<file path="config.mk">
export PLATFORM = sky130hd
export DESIGN_NAME = nclk_divider
export DESIGN_NICKNAME = d
export VERILOG_FILES = /design/src/rtl/nclk_set_reg.sv /design/src/rtl/nclk_phase_gen.sv /design/src/rtl/nclk_out_sel.sv /design/src/rtl/nclk_divider.sv
export SDC_FILE = /design/constraint.sdc
export NUM_CORES = 1
export LEC_CHECK = 0
export BUFFER_PORTS_ARGS = -buffer_cell sky130_fd_sc_hd__buf_4
export CAP_MARGIN = 20
export CORE_ASPECT_RATIO = 1.4
export CORE_MARGIN = 2
export CORE_UTILIZATION = 51
export CTS_CLUSTER_SIZE = 14
export DETAILED_ROUTE_END_ITERATION = 7
export GPL_ROUTABILITY_DRIVEN = 1
export GPL_TIMING_DRIVEN = 0
export PLACE_DENSITY = 0.76
export SLEW_MARGIN = 15
export SYNTH_ARGS = -nofsm -noshare
export SYNTH_HDL_FRONTEND = slang
export SYNTH_SLANG_ARGS = --single-unit
export TNS_END_PERCENT = 5
</file>
<file path="constraint.sdc">
create_clock -name clk -period 1.8 [get_ports clk]
set_clock_uncertainty 0.05 [all_clocks]
set_input_delay 0.18 -clock clk [delete_from_list [all_inputs] [get_ports clk]]
set_output_delay 0.18 -clock clk [all_outputs]
set_load 0.01 [all_outputs]
</file>
<file path="src/rtl/nclk_set_reg.sv">
module nclk_set_reg #(
  parameter int SET_W     = 8,
  parameter int DATA_W    = 16,
  parameter logic [SET_W-1:0] RESET_SET = 8'h54
) (
  input  logic              clk,
  input  logic              rst,
  input  logic              wr_en,
  input  logic [DATA_W-1:0] wr_data,
  output logic [SET_W-1:0]  pend_set
);
  // Pending setting; only the low SET_W bits of the write are kept
  always_ff @(posedge clk) begin
    if (rst) begin
      pend_set <= RESET_SET;
    end else if (wr_en) begin
      pend_set <= wr_data[SET_W-1:0];
    end
  end
endmodule

</file>
<file path="src/rtl/nclk_phase_gen.sv">
module nclk_phase_gen #(
  parameter int NIB_W = 4,
  parameter int SET_W = 2 * NIB_W,
  parameter logic [SET_W-1:0] RESET_SET = 8'h54
) (
  input  logic             clk,
  input  logic             rst,
  input  logic [SET_W-1:0] pend_set,
  output logic             phase_hi,
  output logic [NIB_W-1:0] cnt,
  output logic [SET_W-1:0] act_set
);
  logic [NIB_W-1:0] limit;
  logic             at_limit;

  assign limit    = phase_hi ? act_set[SET_W-1:NIB_W] : act_set[NIB_W-1:0];
  assign at_limit = (cnt == limit);

  always_ff @(posedge clk) begin
    if (rst) begin
      phase_hi <= 1'b1;
      cnt      <= '0;
      act_set  <= RESET_SET;
    end else if (at_limit) begin
      cnt      <= '0;
      phase_hi <= ~phase_hi;
      // Setting change only when a low phase closes the period
      if (!phase_hi) begin
        act_set <= pend_set;
      end
    end else begin
      cnt <= cnt + 1'b1;
    end
  end
endmodule

</file>
<file path="src/rtl/nclk_out_sel.sv">
module nclk_out_sel (
  input  logic clk,
  input  logic rst,
  input  logic lp_mode,
  input  logic ref_in,
  input  logic phase_hi,
  output logic clk_out
);
  // Registered output so the pin never carries combinational glitches
  always_ff @(posedge clk) begin
    if (rst) begin
      clk_out <= 1'b1;
    end else begin
      clk_out <= lp_mode ? ref_in : phase_hi;
    end
  end
endmodule

</file>
<file path="src/rtl/nclk_divider.sv">
module nclk_divider #(
  parameter int NIB_W  = 4,
  parameter int DATA_W = 16,
  parameter logic [2*NIB_W-1:0] RESET_SET = 8'h54
) (
  input  logic              clk,
  input  logic              rst,
  input  logic              wr_en,
  input  logic [DATA_W-1:0] wr_data,
  input  logic              lp_mode,
  input  logic              ref_in,
  output logic              clk_out
);
  localparam int SET_W = 2 * NIB_W;

  logic [SET_W-1:0] pend_set;
  logic [SET_W-1:0] act_set;
  logic [NIB_W-1:0] cnt;
  logic             phase_hi;

  nclk_set_reg #(
    .SET_W(SET_W), .DATA_W(DATA_W), .RESET_SET(RESET_SET)
  ) set_reg_i (
    .clk(clk), .rst(rst), .wr_en(wr_en), .wr_data(wr_data),
    .pend_set(pend_set)
  );

  nclk_phase_gen #(
    .NIB_W(NIB_W), .SET_W(SET_W), .RESET_SET(RESET_SET)
  ) phase_i (
    .clk(clk), .rst(rst), .pend_set(pend_set),
    .phase_hi(phase_hi), .cnt(cnt), .act_set(act_set)
  );

  nclk_out_sel out_i (
    .clk(clk), .rst(rst), .lp_mode(lp_mode), .ref_in(ref_in),
    .phase_hi(phase_hi), .clk_out(clk_out)
  );
endmodule

</file>
==> results of run 1 <==
==> state kept, by name, summed over array words and instances (netlist names) <==
| signal | count |
|---|---|
| phase_i.act_set | 8 |
| phase_i.phase_hi | 1 |
| phase_i.cnt | 4 |
| out_i.clk_out | 1 |
| set_reg_i.pend_set | 8 |
==> worst max-delay path, delay by kind of cell (launching register included) <==
family / cells / cell delay [ps]
buf+inv: 2 / 290
flops: 1 / 340
xor+xnor: 1 / 170
simple gates: 3 / 590
mux: 1 / 240
==> report_power, final <==
| group | switching, mW | leakage [nW] | internal (mW) |
|---|---|---|---|
| registers | 0.0142 | 0.180 | 0.508 |
| logic | 0.0388 | 0.250 | 0.0539 |
| clock network | 0.147 | 0.0210 | 0.124 |
==> stage by stage <==
stage | TNS (ps) | instances | hold slack, ps | cell area [sq um] | worst slack [ps]
2_1_floorplan | 0 | 92 | 248 | 940 | 160
6_report | 0 | 129 | 14.8 | 1120 | 11.5
3_3_place_gp | 0 | 124 | 333 | 1050 | 71.9
4_1_cts | 0 | 128 | 13.3 | 1090 | 5.13
5_1_grt | -707 | 129 | 9.20 | 1120 | -104
3_5_place_dp | 0 | 124 | 340 | 1050 | 31.1
==> logic make-up (layout without fill, tap and decap cells) <==
kind of cell	Yosys count	in the layout
AO/OA/AOI/OAI	4	4
XOR/XNOR	6	6
multiplexers	17	17
adder cells (fa/ha/maj)	1	1
AND/OR/NAND/NOR	35	35
buffers and inverters	7	24
flip-flops	22	22
==> layout make-up <==
| cell class | count | area, sq um |
|---|---|---|
| fillers | 148 | 641 |
| multi-input cells | 63 | 474 |
| flip-flops and latches | 22 | 442 |
| repair buffers | 13 | 97.6 |
| plain buffers | 6 | 37.5 |
| clock buffers | 4 | 36.3 |
| well taps | 20 | 25.0 |
| inverters | 1 | 3.75 |
==> metal layers <==
layer  GRT usage (%)  routed length, um
met1            19.6                638
met2            25.5                711
met3            2.44                 48
met4            11.7                 46
met5               0                  0
==> repair_timing <==
item | in CTS | in global routing
resized for setup | 0 | 5
hold buffers | 0 | 0
endpoints found under the setup margin | 0 | 9
==> cell usage after synthesis <==
library cell / count
or2_2: 1
nand2b_1: 10
ha_1: 1
nor2_1: 15
dfxtp_1: 22
or3_1: 1
inv_1: 1
a211o_1: 4
clkbuf_1: 4
nor2b_1: 5
mux2i_1: 17
nor4_2: 1
and2b_1: 1
nand3_1: 1
buf_6: 2
xor2_1: 1
xnor2_1: 5
==> worst max-delay path by stage <==
stage | cells past startpoint | slack, ps | to
6_report | 7 | 10 | phase_i.phase_hi
5_1_grt | 7 | -100 | phase_i.phase_hi
4_1_cts | 7 | 5 | phase_i.act_set[6]
3_5_place_dp | 7 | 30 | phase_i.act_set[6]
3_3_place_gp | 7 | 70 | phase_i.phase_hi
2_1_floorplan | 7 | 160 | phase_i.phase_hi
==> impl_metrics.csv, run 1 <==
group,metric,value,unit
worst_setup_path,rrSetupSlack,10,ps
synthesis,synthCells,92,
worst_hold_path,min_path_type,"in2reg",
cts,clock_latency,310,ps
worst_setup_path,critPathSlowestCell,"dfxtp_2",
routing,drt_iter0_drc,4,
global_route,grt_pass1_wl,2400,um
sta,period_needed,1790,ps
routing,drcViolationCount,0,
synthesis,muxShareOfSynthArea,18.1,%
sta,max_freq,559,MHz
floorplan,start_util,53.5,%
synthesis,synth-seq-cells,22,
global_route,antenna_found_initial,0,
worst_setup_path,crit_start,"phase_i.phase_hi",
synthesis,syn_avg_cell_area,10.2,sq um
routing,drt_first_pass_iters,2,
global_route,grt.total_usage,16.3,%
status,status,"complete, no violations",
synthesis,netlist.area_leader.share,46.9,%
sta,maxSlewViolCount,0,
finish,finalNetCount,132,
finish,layout-drive-gt1-share,22.0,%
finish,syn_to_final_growth,18.8,%
place,port_buffers,12,
routing,vias,649,
cts,cts_buffers,3,
floorplan,core_region_area,1760,sq um
routing,vias_per_cell,5.03,
floorplan,die_x,40.3,um
synthesis,synth_top_cell_by_area,"dfxtp_1",
worst_setup_path,end_kind,"flop",
synthesis,synth_top_family_by_area,"simple AND/OR/NAND/NOR gates",
routing,wl_per_cell,11.2,um
worst_setup_path,worst_setup_path_start_kind,"flop",
routing,ant_nets,0,
worst_setup_path,max_stage_delay,340,ps
floorplan,die_y,54.8,um
sta,tightest_slew,527,ps
pwr,power.density,793,nW/um^2
worst_setup_path,ff2ff_path_depth,7,
synthesis,synth_nets,114,
finish,final_cell_mix,"21 x dfxtp_1, 15 x mux2i_1, 15 x nor2_1",
worst_hold_path,min_to,"set_reg_i.pend_set[4]",
cts,clockBufferDepth,2,
cts,clk_pin_slew,110,ps
synthesis,yosys-top-cells-area,"dfxtp_1 47%, mux2i_1 18%, nand2b_1 6.7%, nor2_1 6.0%, xnor2_1 4.7%",
worst_setup_path,r2r-start,"phase_i.phase_hi",
floorplan,io_pins,22,
cts,postCtsSetupBuffers,0,
global_route,grt_max_degree,13,
finish,final_common_cell,"dfxtp_1",
synthesis,yosys.cell_types.count,17,
worst_hold_path,hold_depth,2,
worst_setup_path,critPathRequiredTime,1950,ps
finish,final_util,63.5,%
place,place_hpwl,1080,um
sta,hold_viol_final,0,
pwr,power,886,uW
worst_setup_path,cp_cell_sequence,"buf_6, mux2i_1, xnor2_1, nor4_2, and2b_1, buf_4, or3_1",
global_route,grt_pass1_vias,607,
cts,htree_levels,1,
cts,cts.sinks,22,
worst_setup_path,path_max_fanout,7,
synthesis,synth_warnings,0,
finish,antenna_cells,0,
sta,fin_crit_sh,99.4,%
sta,grt_setup_unrepaired,"yes",
floorplan,dieArea,2210,sq um
global_route,grt.overflow.total,0,
synthesis,synthXorXnorAreaFrac,5.59,%
cts,cts_tree,"done",
sta,setup_viol,0,
worst_hold_path,hp-start,"wr_data[4]",
worst_setup_path,worstReg2RegEnd,"phase_i.phase_hi",
synthesis,synth_simple_gate_area_share,20.0,%
worst_setup_path,cp_data_arrival_time,1940,ps
floorplan,std_cell_rows,18,
pwr,leakagePower,0.451,nW
routing,drt-total-wl,1450,um
synthesis,synth_fa_ha_area_share,1.33,%
synthesis,synth_compound_area_share,3.73,%
worst_setup_path,critPathKind,"reg2reg",
run,drv_cap,0,
place,gp_congestion,0.714,
pwr,peakVddDrop,0.627,mV
synthesis,synth-seq-area-share,46.9,%
cts,cts-root-buf,"clkbuf_4",
synthesis,synthesis.area,940,sq um
sta,slew_headroom,64.9,%
Note: power is estimated with default switching activity, not from simulation.
==> run 2: changes to the inputs <==
BUFFER_PORTS_ARGS = default   (was -buffer_cell sky130_fd_sc_hd__buf_4)
CORE_ASPECT_RATIO = default   (was 1.4)
CORE_UTILIZATION = 59   (was 51)
DONT_BUFFER_PORTS = 1   (was default)
PLACE_DENSITY = 0.75   (was 0.76)
==> impl_metrics.csv, run 2 (synthesized netlist as in run 1, its figures left out) <==
group,metric,value,unit
status,status,"finished with violations",
sta,hold_viol_final,0,
pwr,power,992,uW
floorplan,core_region_area,1510,sq um
finish,final_util,76.8,%
place,gp_congestion,0.733,
worst_setup_path,cp_cell_sequence,"buf_6, mux2i_1, xnor2_1, nor4_4, and2b_1, buf_4, or3_1",
cts,clk_pin_slew,120,ps
sta,final.setup.tns,-6.55,ps
routing,drcViolationCount,0,
sta,setup_viol,1,
finish,final_cells,124,
worst_setup_path,crit_family,"simple AND/OR/NAND/NOR gates",
routing,drt_first_pass_iters,4,
global_route,grt_pass1_wl,2750,um
worst_setup_path,critPathRequiredTime,1950,ps
sta,fin_crit_sh,100,%
floorplan,start_util,62.4,%
global_route,grt.overflow.total,0,
cts,clockBufferDepth,2,
place,port_buffers,0,
pwr,leakagePower,0.460,nW
sta,hold_slack,26.6,ps
sta,max_freq,554,MHz
finish,finalNetCount,131,
pwr,peakVddDrop,0.700,mV
finish,final_common_cell,"dfxtp_1",
finish,syn_to_final_growth,23.2,%
global_route,grt_pass1_vias,687,
routing,vias_per_cell,5.22,
worst_setup_path,critPathKind,"reg2reg",
finish,antenna_cells,0,
cts,htree_levels,1,
run,drv_cap,0,
floorplan,dieArea,1930,sq um
place,place_hpwl,1060,um
routing,vias,647,
pwr,power.density,857,nW/um^2
worst_setup_path,max_stage_delay,340,ps
worst_hold_path,min_path_type,"in2reg",
cts,cts_buffers,3,
routing,wl_per_cell,13.2,um
global_route,grt.total_usage,20.2,%
worst_setup_path,path_max_fanout,7,
status,failed_checks,"setup timing",
finish,top_regs,"phase_i.act_set: 8 flops, set_reg_i.pend_set: 8 flops, phase_i.cnt: 4 flops",
floorplan,die_x,43.9,um
finish,layout-drive-gt1-share,12.0,%
worst_setup_path,worst_setup_path_start_kind,"flop",
worst_setup_path,critPathSlowestCell,"dfxtp_2",
cts,clock_latency,310,ps
sta,grt_setup_unrepaired,"yes",
sta,setup_slack,-6.55,ps
routing,drt-total-wl,1640,um
sta,maxSlewViolCount,0,
sta,period_needed,1810,ps
global_route,antenna_found_initial,0,
floorplan,die_y,43.9,um
cts,cts_tree,"done",
worst_setup_path,end_kind,"flop",
routing,drt_iter0_drc,2,
cts,cts.sinks,22,
cts,cts-root-buf,"clkbuf_4",
sta,slew_headroom,63.8,%
floorplan,io_pins,22,
finish,final_cell_mix,"21 x dfxtp_1, 16 x mux2i_1, 15 x nor2_1",
worst_setup_path,crit_buf_inv,2,
worst_setup_path,cp_data_arrival_time,1960,ps
routing,ant_nets,0,
global_route,grt_max_degree,14,
floorplan,std_cell_rows,14,
sta,tightest_slew,543,ps
place,post-place-cells,108,
worst_setup_path,rrSetupSlack,-7,ps
==> run 2: repair_timing <==
item,in CTS,in global routing
buffers inserted,1,0
endpoints found under the hold margin,9,0
endpoints found under the setup margin,5,9
pin swaps,1,1
gates resized for setup,1,5
hold buffers,10,0
gates cloned,0,1
==> run 2: worst reg2reg max path: stages (launching register included) <==
cell and delay, ps:
dfxtp_2 340, buf_6 130, mux2i_1 220, xnor2_1 190
nor4_4 90, and2b_1 190, buf_4 160, or3_1 330
==> run 2: path summary, 6_finish.rpt <==
check                           from                    end  cells after the start
setup / recovery    phase_i.phase_hi       phase_i.phase_hi                      7
hold / removal                 wr_en  set_reg_i.pend_set[2]                      2
setup reg to reg    phase_i.phase_hi       phase_i.phase_hi                      7
hold reg to reg   phase_i.act_set[7]     phase_i.act_set[7]                      2
==> run 2: metal layers <==
metal	global-route usage, %	vias to the layer above	routed length [um]	share of wire (%)
met5	0	-	0	0
met3	7.92	6	61	3.7
met4	9.09	0	38	2.3
met2	36.8	13	788	48
li1	-	334	-	-
met1	19.8	294	751	46
==> run 2: final cells by class <==
class / count / area (sq um)
multi-input cells: 63 / 487
flip-flops and latches: 22 / 442
fillers: 106 / 349
repair buffers: 12 / 115
plain buffers: 6 / 37.5
clock inverters: 1 / 30.0
clock buffers: 3 / 22.5
well taps: 16 / 20.0
inverters: 1 / 3.75
==> run 2: through the flow <==
stage               worst slack [ps]  cell area (sq um)
CTS                             7.05               1120
global route                    -103               1160
detailed placement             -4.87                960
floorplan                        160                940
finish                         -6.55               1160
global placement                83.6                960
==> run 2: report_power, final <==
part / switching (mW) / internal, mW
clock: 0.145 / 0.225
sequential: 0.0165 / 0.508
combinational: 0.0423 / 0.0549
==> run 3: changes to the inputs <==
ABC_AREA = 1   (was default)
==> impl_metrics.csv, run 3 <==
group,metric,value,unit
routing,drt-total-wl,1700,um
routing,vias_per_cell,5.16,
floorplan,std_cell_rows,14,
cts,clock_latency,300,ps
synthesis,ys.flop_type,"dfxtp_1",
synthesis,synthesis.area,996,sq um
routing,drcViolationCount,0,
cts,cts_buffers,3,
sta,maxSlewViolCount,0,
synthesis,synth_edf_count,0,
global_route,grt.overflow.total,0,
synthesis,synth_nets,159,
status,status,"complete, no violations",
global_route,antenna_found_initial,0,
floorplan,die_x,45.1,um
finish,antenna_cells,0,
synthesis,synth-seq-area-share,44.2,%
sta,fin_crit_sh,90.0,%
sta,final.setup.tns,0,ps
sta,hold_viol_final,0,
worst_setup_path,rrSetupSlack,180,ps
floorplan,dieArea,2030,sq um
cts,clk_pin_slew,110,ps
sta,tightest_slew,428,ps
synthesis,ys_top_cells_by_count,"41 x nand2_1, 22 x dfxtp_1, 20 x inv_1",
synthesis,synth_simple_gate_area_share,37.3,%
synthesis,synth_warnings,0,
finish,final_common_cell,"nand2_1",
synthesis,synth_top_cell_by_area,"dfxtp_1",
place,port_buffers,0,
synthesis,synth-async-reset-ratio,0,%
worst_hold_path,hp-start,"wr_data[7]",
global_route,grt_pass1_vias,734,
finish,finalNetCount,170,
routing,vias,841,
synthesis,muxShareOfSynthArea,0,%
place,gp_congestion,0.762,
synthesis,synth_compound_area_share,6.03,%
routing,drt_iter0_drc,20,
routing,ant_nets,0,
worst_setup_path,r2r-start,"phase_i.phase_hi",
finish,top_regs,"phase_i.act_set: 8 flops, set_reg_i.pend_set: 8 flops, phase_i.cnt: 4 flops",
sta,setup_viol,0,
floorplan,core_region_area,1540,sq um
routing,drt_first_pass_iters,4,
worst_hold_path,min_to,"set_reg_i.pend_set[7]",
synthesis,netlist.area_leader.share,44.2,%
synthesis,synthXorXnorAreaFrac,1.76,%
global_route,grt_pass1_wl,2890,um
floorplan,die_y,45.1,um
synthesis,synth.most_common_cell,"nand2_1",
run,drv_cap,0,
synthesis,synth_top_family_by_area,"simple AND/OR/NAND/NOR gates",
cts,clockBufferDepth,2,
worst_hold_path,min_path_type,"in2reg",
synthesis,syn_avg_cell_area,7.27,sq um
finish,syn_to_final_growth,11.8,%
global_route,grtUsageMet2,34.9,%
worst_setup_path,path_max_fanout,10,
synthesis,synth-seq-cells,22,
place,post-place-ws,279,ps
synthesis,yosys-top-cells-area,"dfxtp_1 44%, nand2_1 15%, inv_1 7.5%, nand3_1 5.5%, nand4_1 5.0%",
worst_setup_path,critPathRequiredTime,2000,ps
worst_setup_path,critPathKind,"reg2reg",
cts,cts_tree,"done",
synthesis,yosys.cell_types.count,17,
pwr,power.density,823,nW/um^2
sta,max_freq,617,MHz
pwr,power,917,uW
sta,grt_setup_unrepaired,"no",
synthesis,synthCells,137,
worst_setup_path,cp_data_arrival_time,1820,ps
cts,cts.sinks,22,
sta,period_needed,1620,ps
synthesis,synth_fa_ha_area_share,1.26,%
place,placed_area,1020,sq um
place,place_hpwl,1190,um
finish,fin_area,1110,sq um
worst_hold_path,hold_depth,2,
pwr,peakVddDrop,0.511,mV
global_route,met3_usage,3.60,%
sta,setup_slack,180,ps
finish,final_cell_mix,"41 x nand2_1, 22 x dfxtp_1, 20 x inv_1",
worst_setup_path,end_kind,"flop",
sta,slew_headroom,71.4,%
pwr,leakagePower,0.541,nW
cts,cts-root-buf,"clkbuf_4",
global_route,grt_max_degree,13,
worst_setup_path,worstReg2RegEnd,"out_i.clk_out",
global_route,grt.total_usage,19.5,%
routing,wl_per_cell,10.4,um
cts,htree_levels,1,
finish,layout-drive-gt1-share,7.48,%
global_route,busiest_layer,"met2",
floorplan,start_util,64.6,%
floorplan,io_pins,22,
global_route,grt.met1_usage,22.2,%
sta,hold_slack,16.7,ps
worst_setup_path,worst_setup_path_start_kind,"flop",
worst_setup_path,ff2ff_path_depth,4,
==> run 3: changes by cell type after synthesis, sizes merged, moves of 5 or more <==
cell,previous run,this run
nand3,1,12
nand2b,10,0
o21ai,0,6
a21oi,0,6
nor2b,5,0
nand2,0,42
inv,1,22
mux2i,17,0
nand4,0,8
==> run 3: worst max path at each step <==
stage | start | endpoint | slack (ps) | cells after the start
2_1_floorplan | phase_i.phase_hi | phase_i.act_set[2] | 460 | 9
3_3_place_gp | phase_i.phase_hi | phase_i.act_set[2] | 300 | 9
3_5_place_dp | phase_i.phase_hi | phase_i.act_set[0] | 280 | 10
4_1_cts | phase_i.phase_hi | out_i.clk_out | 40 | 4
5_1_grt | phase_i.phase_hi | out_i.clk_out | 70 | 4
6_report | phase_i.phase_hi | out_i.clk_out | 180 | 4
==> run 3: power breakdown <==
part           internal, mW  switching, mW  total (mW)
sequential            0.509         0.0152       0.525
clock                 0.123          0.136       0.260
combinational        0.0499         0.0823       0.132
total                 0.683          0.234       0.917
==> run 3: worst max-delay path: stages, from the launching register on <==
cell,delay (ps)
dfxtp_1,460
inv_2,100
clkbuf_2,210
o21ai_0,190
dlygate4sd3_1,560
==> run 3: repair_timing <==
action / in CTS / in global routing
resized for setup: 0 / 2
buffers inserted: 0 / 0
endpoints found under the hold margin: 4 / 0
hold buffers: 6 / 0
endpoints found under the setup margin: 0 / 1
==> run 3: logic make-up after synthesis <==
logic type	Yosys count
flops	22
buf+inv	25
xor+xnor	2
compound gates	12
simple gates	75
fa+ha+maj	1
==> run 3: through the flow <==
| step | utilization (%) | instances |
|---|---|---|
| 2_1_floorplan | - | 137 |
| 3_3_place_gp | 65.9 | 153 |
| 3_5_place_dp | 65.9 | 153 |
| 4_1_cts | 72.2 | 163 |
| 5_1_grt | 72.2 | 163 |
| 6_report | 72.2 | 163 |
==> run 3: layer usage <==
layer / vias to the layer above / share of wire, % / wire length [um]
met2: 17 / 50 / 845
met3: 5 / 3.2 / 54
li1: 452 / - / -
met4: 0 / 2.0 / 34
met1: 367 / 45 / 764
met5: - / 0 / 0
==> run 3: layout make-up <==
class | count | area (sq um)
multi-input combinational | 90 | 462
sequential | 22 | 440
fill | 134 | 428
inverter | 22 | 82.6
timing repair buffer | 6 | 60.1
clock buffer | 4 | 36.3
tap | 16 | 20.0
buffer | 3 | 12.5
